--- config.mk ---
export PLATFORM = sky130hd
export DESIGN_NAME = twin_timer
export DESIGN_NICKNAME = d
export VERILOG_FILES = /design/src/rtl/twin_timer_pkg.sv /design/src/rtl/tmr_edge_sense.sv /design/src/rtl/tmr_unit.sv /design/src/rtl/tmr_ctrl_regs.sv /design/src/rtl/twin_timer.sv
export SDC_FILE = /design/constraint.sdc
export NUM_CORES = 1
export LEC_CHECK = 0
export ABC_AREA = 1
export CORE_ASPECT_RATIO = 1.25
export CORE_MARGIN = 2
export CORE_UTILIZATION = 40
export CTS_CLUSTER_DIAMETER = 30
export CTS_CLUSTER_SIZE = 12
export DETAILED_ROUTE_END_ITERATION = 8
export DONT_BUFFER_PORTS = 1
export GPL_ROUTABILITY_DRIVEN = 0
export PLACE_DENSITY = 0.54
export SYNTH_ARGS = -nofsm -noshare
export SYNTH_HDL_FRONTEND = slang
export SYNTH_SLANG_ARGS = --single-unit
--- constraint.sdc ---
create_clock -name clk -period 2.7 [get_ports clk]
set_input_delay 0.27 -clock clk [delete_from_list [all_inputs] [get_ports clk]]
set_output_delay 0.27 -clock clk [all_outputs]
set_load 0.01 [all_outputs]
--- src/rtl/twin_timer_pkg.sv ---
`timescale 1ns/1ps
package twin_timer_pkg;
  // per-unit configuration fields; packing matches the configuration byte
  typedef struct packed {
    logic gate;
    logic evt;
    logic split;
  } unit_cfg_t;

  localparam int UNITS = 2;
  localparam int CFG_W = $bits(unit_cfg_t);
endpackage

--- src/rtl/tmr_edge_sense.sv ---
`timescale 1ns/1ps
module tmr_edge_sense #(
  parameter int N = 2
) (
  input  logic         clk,
  input  logic         rst,
  input  logic         tick,
  input  logic [N-1:0] pin,
  output logic [N-1:0] fall
);
  for (genvar i = 0; i < N; i++) begin : g_pin
    logic samp_q;

    always_ff @(posedge clk) begin
      if (rst)       samp_q <= 1'b0;
      else if (tick) samp_q <= pin[i];
    end

    assign fall[i] = tick & samp_q & ~pin[i];

    // a counted edge leaves a low sample behind
    p_fall_low_r5: assert property (@(posedge clk) disable iff (rst)
      fall[i] |=> !samp_q);
  end
endmodule

--- src/rtl/tmr_unit.sv ---
`timescale 1ns/1ps
module tmr_unit #(
  parameter int BYTE_W = 8
) (
  input  logic                clk,
  input  logic                rst,
  input  logic                split,
  input  logic                step_lo,
  input  logic                step_hi,
  input  logic                wr_lo,
  input  logic                wr_hi,
  input  logic [BYTE_W-1:0]   wdata,
  output logic [2*BYTE_W-1:0] count,
  output logic                wrap_full,
  output logic                wrap_lo,
  output logic                wrap_hi
);
  localparam int CNT_W = 2 * BYTE_W;
  localparam logic [BYTE_W-1:0] B_ONES = '1;
  localparam logic [CNT_W-1:0]  C_ONES = '1;

  logic [BYTE_W-1:0] lo_q, hi_q;
  assign count = {hi_q, lo_q};

  always_comb begin
    wrap_full = !split && step_lo && !wr_lo && !wr_hi && (count == C_ONES);
    wrap_lo   =  split && step_lo && !wr_lo && (lo_q == B_ONES);
    wrap_hi   =  split && step_hi && !wr_hi && (hi_q == B_ONES);
  end

  always_ff @(posedge clk) begin
    if (rst) begin
      lo_q <= '0;
      hi_q <= '0;
    end else if (split) begin
      if (wr_lo)        lo_q <= wdata;
      else if (step_lo) lo_q <= lo_q + 1'b1;
      if (wr_hi)        hi_q <= wdata;
      else if (step_hi) hi_q <= hi_q + 1'b1;
    end else if (wr_lo || wr_hi) begin
      if (wr_lo) lo_q <= wdata;
      if (wr_hi) hi_q <= wdata;
    end else if (step_lo) begin
      {hi_q, lo_q} <= count + 1'b1;
    end
  end

  p_inc_r3: assert property (@(posedge clk) disable iff (rst)
    !split && step_lo && !wr_lo && !wr_hi |=> count == $past(count) + 1'b1);
  p_hold_r3: assert property (@(posedge clk) disable iff (rst)
    !split && !step_lo && !wr_lo && !wr_hi |=> $stable(count));
  p_write_wins_r8: assert property (@(posedge clk) disable iff (rst)
    wr_lo |=> lo_q == $past(wdata));
  p_lo_wrap_r9: assert property (@(posedge clk) disable iff (rst)
    split && step_lo && !wr_lo && lo_q == B_ONES |=> lo_q == '0);
endmodule

--- src/rtl/tmr_ctrl_regs.sv ---
`timescale 1ns/1ps
module tmr_ctrl_regs
  import twin_timer_pkg::*;
#(
  parameter int BYTE_W = 8,
  parameter int ADDR_W = 8,
  parameter logic [ADDR_W-1:0] CTL_ADDR = 'h88,
  parameter logic [ADDR_W-1:0] CFG_ADDR = 'h89,
  parameter logic [ADDR_W-1:0] LO0_ADDR = 'h8A,
  parameter logic [ADDR_W-1:0] LO1_ADDR = 'h8B,
  parameter logic [ADDR_W-1:0] HI0_ADDR = 'h8C,
  parameter logic [ADDR_W-1:0] HI1_ADDR = 'h8D
) (
  input  logic                    clk,
  input  logic                    rst,
  input  logic [ADDR_W-1:0]       bus_addr,
  input  logic                    bus_wr,
  input  logic [BYTE_W-1:0]       bus_wdata,
  output logic [BYTE_W-1:0]       bus_rdata,
  input  logic [2*BYTE_W-1:0]     cnt0,
  input  logic [2*BYTE_W-1:0]     cnt1,
  input  logic [UNITS-1:0]        ovf_set,
  input  logic [UNITS-1:0]        irq_ack,
  output logic [UNITS-1:0]        run_q,
  output logic [UNITS-1:0]        flag_q,
  output unit_cfg_t [UNITS-1:0]   cfg_q,
  output logic [UNITS-1:0]        wr_lo,
  output logic [UNITS-1:0]        wr_hi
);
  logic wr_ctl, wr_cfg;
  logic [BYTE_W-1:0] rd_next;

  always_comb begin
    wr_ctl   = bus_wr && (bus_addr == CTL_ADDR);
    wr_cfg   = bus_wr && (bus_addr == CFG_ADDR);
    wr_lo[0] = bus_wr && (bus_addr == LO0_ADDR);
    wr_lo[1] = bus_wr && (bus_addr == LO1_ADDR);
    wr_hi[0] = bus_wr && (bus_addr == HI0_ADDR);
    wr_hi[1] = bus_wr && (bus_addr == HI1_ADDR);
  end

  for (genvar k = 0; k < UNITS; k++) begin : g_unit
    localparam int RUN_BIT  = 4 + 2 * k;
    localparam int FLAG_BIT = 5 + 2 * k;
    localparam int CFG_LSB  = 4 * k;
    logic      run_r, flag_r;
    unit_cfg_t cfg_r;

    always_ff @(posedge clk) begin
      if (rst) begin
        run_r <= 1'b0;
        cfg_r <= '0;
      end else begin
        if (wr_ctl) run_r <= bus_wdata[RUN_BIT];
        if (wr_cfg) cfg_r <= bus_wdata[CFG_LSB +: CFG_W];
      end
    end

    // priority: hardware wrap, then acknowledge, then software write
    always_ff @(posedge clk) begin
      if (rst)             flag_r <= 1'b0;
      else if (ovf_set[k]) flag_r <= 1'b1;
      else if (irq_ack[k]) flag_r <= 1'b0;
      else if (wr_ctl)     flag_r <= bus_wdata[FLAG_BIT];
    end

    assign run_q[k]  = run_r;
    assign flag_q[k] = flag_r;
    assign cfg_q[k]  = cfg_r;

    p_flag_set_r6: assert property (@(posedge clk) disable iff (rst)
      ovf_set[k] |=> flag_r);
    p_ack_clear_r7: assert property (@(posedge clk) disable iff (rst)
      irq_ack[k] && !ovf_set[k] |=> !flag_r);
  end

  always_comb begin
    rd_next = '0;
    if (bus_addr == CTL_ADDR) begin
      rd_next[7] = flag_q[1];
      rd_next[6] = run_q[1];
      rd_next[5] = flag_q[0];
      rd_next[4] = run_q[0];
    end else if (bus_addr == CFG_ADDR) begin
      rd_next[CFG_W-1:0]     = cfg_q[0];
      rd_next[4 +: CFG_W]    = cfg_q[1];
    end else if (bus_addr == LO0_ADDR) begin
      rd_next = cnt0[BYTE_W-1:0];
    end else if (bus_addr == LO1_ADDR) begin
      rd_next = cnt1[BYTE_W-1:0];
    end else if (bus_addr == HI0_ADDR) begin
      rd_next = cnt0[2*BYTE_W-1:BYTE_W];
    end else if (bus_addr == HI1_ADDR) begin
      rd_next = cnt1[2*BYTE_W-1:BYTE_W];
    end
  end

  always_ff @(posedge clk) begin
    if (rst) bus_rdata <= '0;
    else     bus_rdata <= rd_next;
  end
endmodule

--- src/rtl/twin_timer.sv ---
`timescale 1ns/1ps
module twin_timer
  import twin_timer_pkg::*;
#(
  parameter int BYTE_W = 8,
  parameter int ADDR_W = 8,
  parameter logic [ADDR_W-1:0] CTL_ADDR = 'h88,
  parameter logic [ADDR_W-1:0] CFG_ADDR = 'h89,
  parameter logic [ADDR_W-1:0] LO0_ADDR = 'h8A,
  parameter logic [ADDR_W-1:0] LO1_ADDR = 'h8B,
  parameter logic [ADDR_W-1:0] HI0_ADDR = 'h8C,
  parameter logic [ADDR_W-1:0] HI1_ADDR = 'h8D
) (
  input  logic              clk,
  input  logic              rst,
  input  logic              tick,
  input  logic [1:0]        evt_pin,
  input  logic [1:0]        gate_pin,
  input  logic [1:0]        irq_ack,
  input  logic [ADDR_W-1:0] bus_addr,
  input  logic              bus_wr,
  input  logic [BYTE_W-1:0] bus_wdata,
  output logic [BYTE_W-1:0] bus_rdata,
  output logic [1:0]        ovf_flag
);
  localparam int CNT_W = 2 * BYTE_W;

  unit_cfg_t [UNITS-1:0] cfg_q;
  logic [UNITS-1:0] run_q, flag_q, wr_lo, wr_hi, ovf_set, fall;
  logic [UNITS-1:0] gate_ok, base_step, step_lo, step_hi, split_in;
  logic [UNITS-1:0] wrap_full, wrap_lo, wrap_hi;
  logic [CNT_W-1:0] cnt [UNITS];

  tmr_ctrl_regs #(
    .BYTE_W(BYTE_W), .ADDR_W(ADDR_W),
    .CTL_ADDR(CTL_ADDR), .CFG_ADDR(CFG_ADDR),
    .LO0_ADDR(LO0_ADDR), .LO1_ADDR(LO1_ADDR),
    .HI0_ADDR(HI0_ADDR), .HI1_ADDR(HI1_ADDR)
  ) i_regs (
    .clk(clk), .rst(rst),
    .bus_addr(bus_addr), .bus_wr(bus_wr), .bus_wdata(bus_wdata),
    .bus_rdata(bus_rdata),
    .cnt0(cnt[0]), .cnt1(cnt[1]),
    .ovf_set(ovf_set), .irq_ack(irq_ack),
    .run_q(run_q), .flag_q(flag_q), .cfg_q(cfg_q),
    .wr_lo(wr_lo), .wr_hi(wr_hi)
  );

  tmr_edge_sense #(.N(UNITS)) i_edges (
    .clk(clk), .rst(rst), .tick(tick), .pin(evt_pin), .fall(fall)
  );

  // per-unit qualification of the count source
  for (genvar i = 0; i < UNITS; i++) begin : g_qual
    assign gate_ok[i]   = !cfg_q[i].gate || gate_pin[i];
    assign base_step[i] = cfg_q[i].evt ? fall[i] : tick;
  end

  always_comb begin
    split_in[0] = cfg_q[0].split;
    split_in[1] = 1'b0;                        // unit 1 never splits, it freezes
    step_lo[0]  = run_q[0] && gate_ok[0] && base_step[0];
    step_hi[0]  = run_q[1] && tick;            // borrowed run bit, ticks only
    step_lo[1]  = !cfg_q[1].split && gate_ok[1] && base_step[1]
                  && (cfg_q[0].split || run_q[1]);
    step_hi[1]  = 1'b0;
  end

  for (genvar i = 0; i < UNITS; i++) begin : g_unit
    tmr_unit #(.BYTE_W(BYTE_W)) i_unit (
      .clk(clk), .rst(rst),
      .split(split_in[i]), .step_lo(step_lo[i]), .step_hi(step_hi[i]),
      .wr_lo(wr_lo[i]), .wr_hi(wr_hi[i]), .wdata(bus_wdata),
      .count(cnt[i]),
      .wrap_full(wrap_full[i]), .wrap_lo(wrap_lo[i]), .wrap_hi(wrap_hi[i])
    );
  end

  always_comb begin
    ovf_set[0] = wrap_full[0] || wrap_lo[0];
    ovf_set[1] = cfg_q[0].split ? wrap_hi[0]
                                : (wrap_full[1] || wrap_lo[1] || wrap_hi[1]);
  end

  assign ovf_flag = flag_q;

  p_freeze_r11: assert property (@(posedge clk) disable iff (rst)
    cfg_q[1].split && !wr_lo[1] && !wr_hi[1] |=> $stable(cnt[1]));
  p_hi_idle_r10: assert property (@(posedge clk) disable iff (rst)
    cfg_q[0].split && !run_q[1] && !wr_hi[0]
    |=> $stable(cnt[0][CNT_W-1:BYTE_W]));
  p_lo_only_r9: assert property (@(posedge clk) disable iff (rst)
    cfg_q[0].split && !tick && !wr_hi[0]
    |=> $stable(cnt[0][CNT_W-1:BYTE_W]));
endmodule

==> results.ini, run 1 <==
[worst_setup_path]
r2r-start=i_regs.cfg_q[0]
cp-start-kind=register
cp_max_fo=15
path_class=register to register
worstSetupEndpointType=register
worstPathRequired_ps=2900
reg2reg_depth=9
worst-path-buf-inv=1
worst-path-stages=9
crit_chain=inv_2 > nand2_1 > nand2_1 > nor3_2 > nand2_2 > nand2_2 > nand2_1 > a21oi_1 > nor2_1
crit_top_cell=nand2_1
critPathMaxStageDelay_ps=600
crit_slowest_cell=dfxtp_1
cp.arrival_ps=2410
crit_family=simple AND/OR/NAND/NOR gates
critPathLaunch=i_regs.cfg_q[0]

[hold_path]
hp-start=rst
hold_path.class=input port to register
hold_depth=1

[cts]
path_clk_slew_ps=70
cts_tree=yes
clock_sinks=52
cts-resized-gates=0
cts_hold_buf=0
clock-root-buffer=clkbuf_16
cts_setup_buffers=0
clk_latency_ps=300
cts_inserted_buffers=5
htreeDepth=2
cts_max_path_buffers=2

[yosys]
syn_area_per_cell_sq_um=6.13
synth_seq_area_share=0.270
synth_async_sr_flop_share=0
synth_edf_count=0
synthDistinctLibCells=39
syn_area_sq_mm=0.00386
synthCells=630
ys.flop_type=dfxtp_1
syn_nets=659
yosys_warnings=0
yosys_register_bits=52

[power]
vdd_drop_max_mv=0.289
leakagePower_nw=1.69
power_density_mw_per_mm2=389

[die]
die_h_um=114
core_area_sq_mm=0.00951
pin_count=36
row_count=40
die_w_um=91.9
start_util=0.406
die_area_sq_mm=0.0105

[detailed_routing]
wl_per_cell_um=16.5
dr.pass1.iters=4
wl_mm=12.2
remaining_drc_errors=0
dr_total_vias=3937
viasPerCell=5.31
postRouteAntennaNets=0
drtIter0Drc=263

[sta]
slew_violations=0
rsz0062_at_grt=false
setup-tns-final_ps=0
worstMarginPinSlew_ps=641
finalSetupViolCount=0
fmaxAchievable_mhz=452
finalCritPeriodShare=0.820
hold_viol_final=0
fin_skew_ps=5.69
timing.final.crit_period_ps=2210
relSlewSlack=0.573

[placed_design]
dpl.hpwl_mm=9.36
placement.io_buffers=0

[global_route]
grt_max_degree=38
grt_pass1_vias=3750
overflow=0
antenna_found_initial=0
grt_pass1_wl_mm=19.7
gr-usage-all-layers=0.243

[flow_run]
drv_cap=0

[cells_and_area]
layout.nets=644
mostFrequentLayoutCells=179 x nand2_1, 88 x nor2_1, 70 x nand3_1
final_core_util=0.424
syn_to_final_growth_pct=4.54
diodes=0
drive_gt1_frac=0.101
layout_commonest_cell=nand2_1

[outcome]
status=complete, no violations

[cells by family (layout without fill, tap and decap cells)]
family / count (synthesis) / count (layout) / share of synthesized area
buffers and inverters: 90 / 76 / 0.106
DFF: 52 / 52 / 0.270
xor gates and xnor gates: 12 / 12 / 0.0272
adders and majority gates: 3 / 3 / 0.00972
AOI/OAI and AO/OA: 89 / 89 / 0.140
and+or+nand+nor: 384 / 384 / 0.448
[layer usage]
| metal | global-route usage | wire length (um) | share of wire | vias up |
|---|---|---|---|---|
| met5 | 0 | 0 | 0 | - |
| met4 | 0.103 | 342 | 0.028 | 0 |
| met3 | 0.0357 | 723 | 0.059 | 20 |
| met2 | 0.418 | 5860 | 0.48 | 136 |
| met1 | 0.303 | 5320 | 0.43 | 1780 |
| li1 | - | - | - | 2001 |
[final cells by class]
class	instances	area [sq um]
clock inverters	2	35.0
fillers	1064	5470
flip-flops and latches	52	1040
inverters	67	254
repair buffers	1	7.51
clock buffers	6	129
multi-input cells	488	2410
well taps	126	158
[report_power, final]
group / total [mW] / switching, mW / leakage, nW / internal [mW]
Sequential: 0.776 / 0.00498 / 0.419 / 0.771
Combinational: 0.0590 / 0.0421 / 1.19 / 0.0169
Clock: 0.737 / 0.300 / 0.0808 / 0.437
[state kept, by name, indices dropped and copies added, names as in the netlist]
| signal | count |
|---|---|
| i_regs.g_unit.flag_r | 2 |
| g_unit.i_unit.hi_q | 16 |
| i_regs.bus_rdata | 8 |
| i_edges.g_pin.samp_q | 2 |
| i_regs.cfg_q | 6 |
| g_unit.i_unit.lo_q | 16 |
| i_regs.g_unit.run_r | 2 |
[cell usage after synthesis (6+ instances only)]
library cell | n | area share
nand2_1 | 179 | 0.17
nor2_1 | 88 | 0.086
nand3_1 | 70 | 0.091
inv_1 | 56 | 0.054
dfxtp_1 | 52 | 0.27
o21ai_0 | 28 | 0.036
a21oi_1 | 22 | 0.029
o21ai_1 | 17 | 0.022
xor2_1 | 12 | 0.027
inv_2 | 10 | 0.0097
nand2_2 | 10 | 0.016
nand4_1 | 10 | 0.016
clkbuf_1 | 8 | 0.0078
a21oi_2 | 6 | 0.014
buf_2 | 6 | 0.0078
nand3_2 | 6 | 0.016
nor2_2 | 6 | 0.0097
nor3_1 | 6 | 0.0078
[final timing paths]
| check | slack (ps) | to |
|---|---|---|
| worst max-delay path | 490 | g_unit[1].i_unit.hi_q[6] |
| worst min-delay path | 30 | g_unit[1].i_unit.lo_q[1] |
| worst max register to register | 490 | g_unit[1].i_unit.hi_q[6] |
| worst min register to register | 480 | i_regs.g_unit[1].run_r |
[stage by stage]
step	instances	worst slack, ps	power [mW]	cell area (sq um)	hold WS, ps
floorplan	630	1190	0.845	3860	339
global placement	734	535	0.852	3870	338
detailed placement	734	521	0.853	3870	338
CTS	742	512	1.59	4040	19.6
global route	742	356	1.63	4040	17.3
finish	742	487	1.57	4040	26.4
(Power assumes the default switching activity.)
==> run 2, diff against run 1 <==
- clock period: 2.7 -> 2.3 ns (I/O delays scaled with it)
==> results.ini, run 2 (synthesis results as in run 1) <==
[detailed_routing]
dr.pass1.iters=6  ; was 4
wl_per_cell_um=16.1  ; was 16.5 um
dr_total_vias=3876  ; was 3937
viasPerCell=5.18  ; was 5.31
drtIter0Drc=174  ; was 263
postRouteAntennaNets=0  ; unchanged
remaining_drc_errors=0  ; unchanged
wl_mm=12.1  ; was 12.2 mm

[cts]
clock-root-buffer=clkbuf_16  ; unchanged
cts_setup_buffers=0  ; unchanged
htreeDepth=2  ; unchanged
clk_latency_ps=310  ; was 300 ps
cts_max_path_buffers=2  ; unchanged
cts_inserted_buffers=5  ; unchanged
cts_tree=yes  ; unchanged
clock_sinks=52  ; unchanged
cts-resized-gates=0  ; unchanged
cts_hold_buf=1  ; was 0
path_clk_slew_ps=80  ; was 70 ps

[cells_and_area]
syn_to_final_growth_pct=5.87  ; was 4.54%
final_area_sq_mm=0.00409  ; was 0.00404 sq mm
layout_commonest_cell=nand2_1  ; unchanged
mostFrequentLayoutCells=179 x nand2_1, 88 x nor2_1, 70 x nand3_1  ; unchanged
largestRegisters=g_unit.i_unit.hi_q (16), g_unit.i_unit.lo_q (16), i_regs.bus_rdata (8)  ; unchanged
diodes=0  ; unchanged
final_cells=748  ; was 742
layout.nets=650  ; was 644
n_fill_cell=1074  ; was 1064
drive_gt1_frac=0.108  ; was 0.101

[die]
die_area_sq_mm=0.0105  ; unchanged
start_util=0.406  ; unchanged
pin_count=36  ; unchanged
core_area_sq_mm=0.00951  ; unchanged
die_w_um=91.9  ; unchanged
row_count=40  ; unchanged
die_h_um=114  ; unchanged

[placed_design]
dp.cells=739  ; was 734
placement.io_buffers=0  ; unchanged
dpl.hpwl_mm=9.35  ; was 9.36 mm
dpl_cell_area_sq_mm=0.00391  ; was 0.00387 sq mm

[power]
vdd_drop_max_mv=0.340  ; was 0.289 mV
power_density_mw_per_mm2=458  ; was 389 mW/mm^2
leakagePower_nw=1.72  ; was 1.69 nW

[worst_setup_path]
cp_max_fo=5  ; was 15
crit_slowest_cell=dfxtp_1  ; unchanged
r2r_setup_slack_ps=360  ; was 490 ps
worstSetupEndpointType=register  ; unchanged
crit_chain=ha_1 > nand2_1 > nor2_1 > nand2_1 > nor2_1 > nand2_1 > o21ai_0 > nand2_1 > nand3_1 > nor2_1 > nor2_1  ; was inv_2 > nand2_1 > nand2_1 > nor3_2 > nand2_2 > nand2_2 > nand2_1 > a21oi_1 > nor2_1
critPathMaxStageDelay_ps=480  ; was 600 ps
r2r-start=g_unit[0].i_unit.lo_q[1]  ; was i_regs.cfg_q[0]
worst-path-buf-inv=0  ; was 1
r2r-end=g_unit[0].i_unit.hi_q[4]  ; was g_unit[1].i_unit.hi_q[6]
crit_family=simple AND/OR/NAND/NOR gates  ; unchanged
reg2reg_depth=11  ; was 9
cp.arrival_ps=2170  ; was 2410 ps
cp-start-kind=register  ; unchanged
worstPathRequired_ps=2530  ; was 2900 ps
path_class=register to register  ; unchanged

[sta]
timing.final.crit_period_ps=1940  ; was 2210 ps
setup-tns-final_ps=0  ; unchanged
finalCritPeriodShare=0.842  ; was 0.820
rsz0062_at_grt=false  ; unchanged
relSlewSlack=0.615  ; was 0.573
finalSetupViolCount=0  ; unchanged
slew_violations=0  ; unchanged
fin_skew_ps=11.1  ; was 5.69 ps
hold_viol_final=0  ; unchanged
fmaxAchievable_mhz=516  ; was 452 MHz
worstMarginPinSlew_ps=576  ; was 641 ps

[global_route]
grt_pass1_wl_mm=19.6  ; was 19.7 mm
gr-usage-all-layers=0.239  ; was 0.243
antenna_found_initial=0  ; unchanged
grt_pass1_vias=3795  ; was 3750
overflow=0  ; unchanged
grt_max_degree=23  ; was 38

[flow_run]
drv_cap=0  ; unchanged

[hold_path]
hold_depth=1  ; unchanged
hold_end=i_edges.g_pin[1].samp_q  ; was g_unit[1].i_unit.lo_q[1]
hp-start=tick  ; was rst
hold_path.class=input port to register  ; unchanged

[outcome]
status=complete, no violations  ; unchanged

-- run 2: cell types whose count changed in the layout (fill, tap and decap cells not counted) --
cell and change:
dlygate4sd3_1 +1, buf_4 +5, inv_6 +1, clkinv_2 -1
-- run 2: layer usage --
layer,track usage,vias up,part of all wire
met5,0,-,0
met4,0.140,0,0.052
met3,0.0443,33,0.055
met2,0.390,123,0.47
met1,0.295,1709,0.43
li1,-,2011,-
-- run 2: cell type report --
type | count | area, sq um | share of cell area
Multi-Input combinational cell | 488 | 2410 | 0.590
Sequential cell | 52 | 1040 | 0.255
Inverter | 67 | 254 | 0.0621
Tap cell | 126 | 158 | 0.0386
Clock buffer | 6 | 129 | 0.0315
Timing Repair Buffer | 7 | 55.1 | 0.0135
Clock inverter | 2 | 38.8 | 0.00949
-- run 2: worst register-to-register path, delay by kind of cell, from the launching register on --
kind,cells,cell delay [ps]
adders and majority gates,1,290
AOI/OAI and AO/OA,1,80
DFF,1,480
and+or+nand+nor,9,1020
-- run 2: worst max-delay path by stage --
| stage | startpoint | endpoint | slack, ps | depth (start not counted) |
|---|---|---|---|---|
| after CTS | g_unit[0].i_unit.lo_q[1] | g_unit[0].i_unit.hi_q[6] | 390 | 11 |
| after detailed placement | g_unit[0].i_unit.lo_q[1] | g_unit[0].i_unit.hi_q[6] | 440 | 11 |
| after global placement | g_unit[0].i_unit.lo_q[1] | g_unit[0].i_unit.hi_q[6] | 460 | 11 |
| final | g_unit[0].i_unit.lo_q[1] | g_unit[0].i_unit.hi_q[4] | 360 | 11 |
| after floorplan | g_unit[0].i_unit.lo_q[0] | g_unit[0].i_unit.hi_q[4] | 790 | 10 |
| after global routing | g_unit[0].i_unit.lo_q[1] | g_unit[0].i_unit.hi_q[4] | 110 | 11 |
-- run 2: stage by stage --
step	total power, mW	hold slack, ps	utilization	worst slack [ps]
after CTS	1.90	6.05	0.430	393
final	1.87	9.91	0.430	363
after detailed placement	1.00	298	0.411	437
after global routing	1.94	3.57	0.430	111
after global placement	1.00	298	0.411	459
after floorplan	0.992	299	-	790
-- run 2: power by group --
part / switching (mW) / total (mW) / internal, mW
Combinational: 0.0546 / 0.0764 / 0.0218
Clock: 0.367 / 0.886 / 0.519
Sequential: 0.00557 / 0.910 / 0.905
Total: 0.427 / 1.87 / 1.45
==> run 3, diff against run 2 <==
- clock period: 2.3 -> 1.85 ns (I/O delays scaled with it)
==> results.ini, run 3 (synthesis results as in run 1) <==
[worst_setup_path]
crit_slowest_cell=dfxtp_1  ; unchanged
r2r_setup_slack_ps=190  ; was 360 ps
crit_chain=ha_1 > nand2_1 > nor2_1 > nand3_1 > nor2_1 > nand2_1 > nand2_1 > nor2_1 > nor2_1  ; was ha_1 > nand2_1 > nor2_1 > nand2_1 > nor2_1 > nand2_1 > o21ai_0 > nand2_1 > nand3_1 > nor2_1 > nor2_1
worstSetupEndpointType=register  ; unchanged
worstPathRequired_ps=2090  ; was 2530 ps
path_class=register to register  ; unchanged
r2r-end=i_regs.g_unit[1].flag_r  ; was g_unit[0].i_unit.hi_q[4]
reg2reg_depth=9  ; was 11
r2r-start=g_unit[0].i_unit.hi_q[0]  ; was g_unit[0].i_unit.lo_q[1]
critPathLaunch=g_unit[0].i_unit.hi_q[0]  ; was g_unit[0].i_unit.lo_q[1]
critPathMaxStageDelay_ps=450  ; was 480 ps
cp.arrival_ps=1900  ; was 2170 ps
cp_max_fo=4  ; was 5
crit_top_cell=nor2_1
cp-start-kind=register  ; unchanged

[global_route]
antenna_found_initial=0  ; unchanged
grt_pass1_wl_mm=20.1  ; was 19.6 mm
gr-usage-all-layers=0.247  ; was 0.239
overflow=0  ; unchanged
grt_max_degree=22  ; was 23
grt_pass1_vias=3849  ; was 3795

[sta]
fin_skew_ps=9.91  ; was 11.1 ps
fmaxAchievable_mhz=603  ; was 516 MHz
slew_violations=0  ; unchanged
hold_viol_final=0  ; unchanged
worstMarginPinSlew_ps=603  ; was 576 ps
worst_slack_ps=192  ; was 363 ps
whs_ps=27.8  ; was 9.91 ps
finalCritPeriodShare=0.896  ; was 0.842
rsz0062_at_grt=false  ; unchanged
setup-tns-final_ps=0  ; unchanged
finalSetupViolCount=0  ; unchanged
timing.final.crit_period_ps=1660  ; was 1940 ps
relSlewSlack=0.597  ; was 0.615

[die]
pin_count=36  ; unchanged
core_area_sq_mm=0.00951  ; unchanged
row_count=40  ; unchanged
die_area_sq_mm=0.0105  ; unchanged
start_util=0.406  ; unchanged
die_h_um=114  ; unchanged
die_w_um=91.9  ; unchanged

[cells_and_area]
final_area_sq_mm=0.00424  ; was 0.00409 sq mm
final_core_util=0.446  ; was 0.430
syn_to_final_growth_pct=9.72  ; was 5.87%
largestRegisters=g_unit.i_unit.hi_q (16), g_unit.i_unit.lo_q (16), i_regs.bus_rdata (8)  ; unchanged
layout_commonest_cell=nand2_1  ; unchanged
mostFrequentLayoutCells=179 x nand2_1, 86 x nor2_1, 70 x nand3_1  ; was 179 x nand2_1, 88 x nor2_1, 70 x nand3_1
diodes=0  ; unchanged
drive_gt1_frac=0.136  ; was 0.108
n_fill_cell=1059  ; was 1074
layout.nets=668  ; was 650

[hold_path]
hp-start=evt_pin[0]  ; was tick
hold_path.class=input port to register  ; unchanged
hold_depth=2  ; was 1
hold_end=i_edges.g_pin[0].samp_q  ; was i_edges.g_pin[1].samp_q

[detailed_routing]
met2WireLength_mm=6.01  ; was 5.65 mm
dr_total_vias=4053  ; was 3876
remaining_drc_errors=0  ; unchanged
route.layer.met1.wl_mm=5.21  ; was 5.13 mm
drtIter0Drc=277  ; was 174
wl_met3_um=887  ; was 670 um
postRouteAntennaNets=0  ; unchanged
viasPerCell=5.29  ; was 5.18
dr.pass1.iters=4  ; was 6
wl_mm=12.6  ; was 12.1 mm
wl_per_cell_um=16.5  ; was 16.1 um
dr.max_layer_used=met4  ; unchanged

[cts]
htreeDepth=2  ; unchanged
cts_tree=yes  ; unchanged
clk_latency_ps=300  ; was 310 ps
clock_sinks=52  ; unchanged
cts_max_path_buffers=2  ; unchanged
cts_inserted_buffers=5  ; unchanged
clock-root-buffer=clkbuf_16  ; unchanged
path_clk_slew_ps=70  ; was 80 ps

[power]
power_density_mw_per_mm2=551  ; was 458 mW/mm^2
vdd_drop_max_mv=0.455  ; was 0.340 mV
leakagePower_nw=1.82  ; was 1.72 nW

[placed_design]
pre_cts_ws_ps=104  ; was 437 ps
dpl_cell_area_sq_mm=0.00404  ; was 0.00391 sq mm
dpl.hpwl_mm=9.67  ; was 9.35 mm
placement.io_buffers=0  ; unchanged

[outcome]
status=complete, no violations  ; unchanged

[flow_run]
drv_cap=0  ; unchanged

-- run 3: critical path, delay by kind of cell (launching register included) --
kind	cells	cell delay (ps)
adders and majority gates	1	240
DFF	1	450
and+or+nand+nor	8	910
-- run 3: per-layer routing --
layer	track usage	vias up
met1	0.304	1805
li1	-	2054
met4	0.126	0
met5	0	-
met3	0.0443	33
met2	0.412	161
-- run 3: worst max path at each step --
stage                               endpoint
finish               i_regs.g_unit[1].flag_r
global route        g_unit[1].i_unit.hi_q[6]
CTS                 g_unit[0].i_unit.hi_q[0]
detailed placement  g_unit[0].i_unit.hi_q[0]
global placement    g_unit[0].i_unit.hi_q[0]
floorplan           g_unit[0].i_unit.hi_q[4]
-- run 3: stage by stage --
| stage | instances | power [mW] |
|---|---|---|
| 6_report | 766 | 2.34 |
| 5_1_grt | 766 | 2.42 |
| 4_1_cts | 766 | 2.36 |
| 3_5_place_dp | 756 | 1.25 |
| 3_3_place_gp | 756 | 1.25 |
| 2_1_floorplan | 630 | 1.23 |
-- run 3: repair_timing --
action / in CTS / in global routing
hold endpoints to repair: 13 / 0
endpoints found under the setup margin: 0 / 4
resized for setup: 0 / 4
hold buffers: 2 / 0
buffers inserted: 0 / 0
-- run 3: layout make-up --
type	instances	area [sq um]	share of cell area
flip-flops and latches	52	1040	0.246
clock inverters	2	38.8	0.00916
clock buffers	6	129	0.0304
inverters	67	254	0.0600
well taps	126	158	0.0372
repair buffers	25	193	0.0455
multi-input cells	488	2420	0.572
-- run 3: power breakdown --
part / switching [mW] / internal (mW) / total (mW)
clock: 0.456 / 0.646 / 1.10
combinational: 0.0712 / 0.0319 / 0.103
sequential: 0.00629 / 1.12 / 1.13
total: 0.533 / 1.80 / 2.34
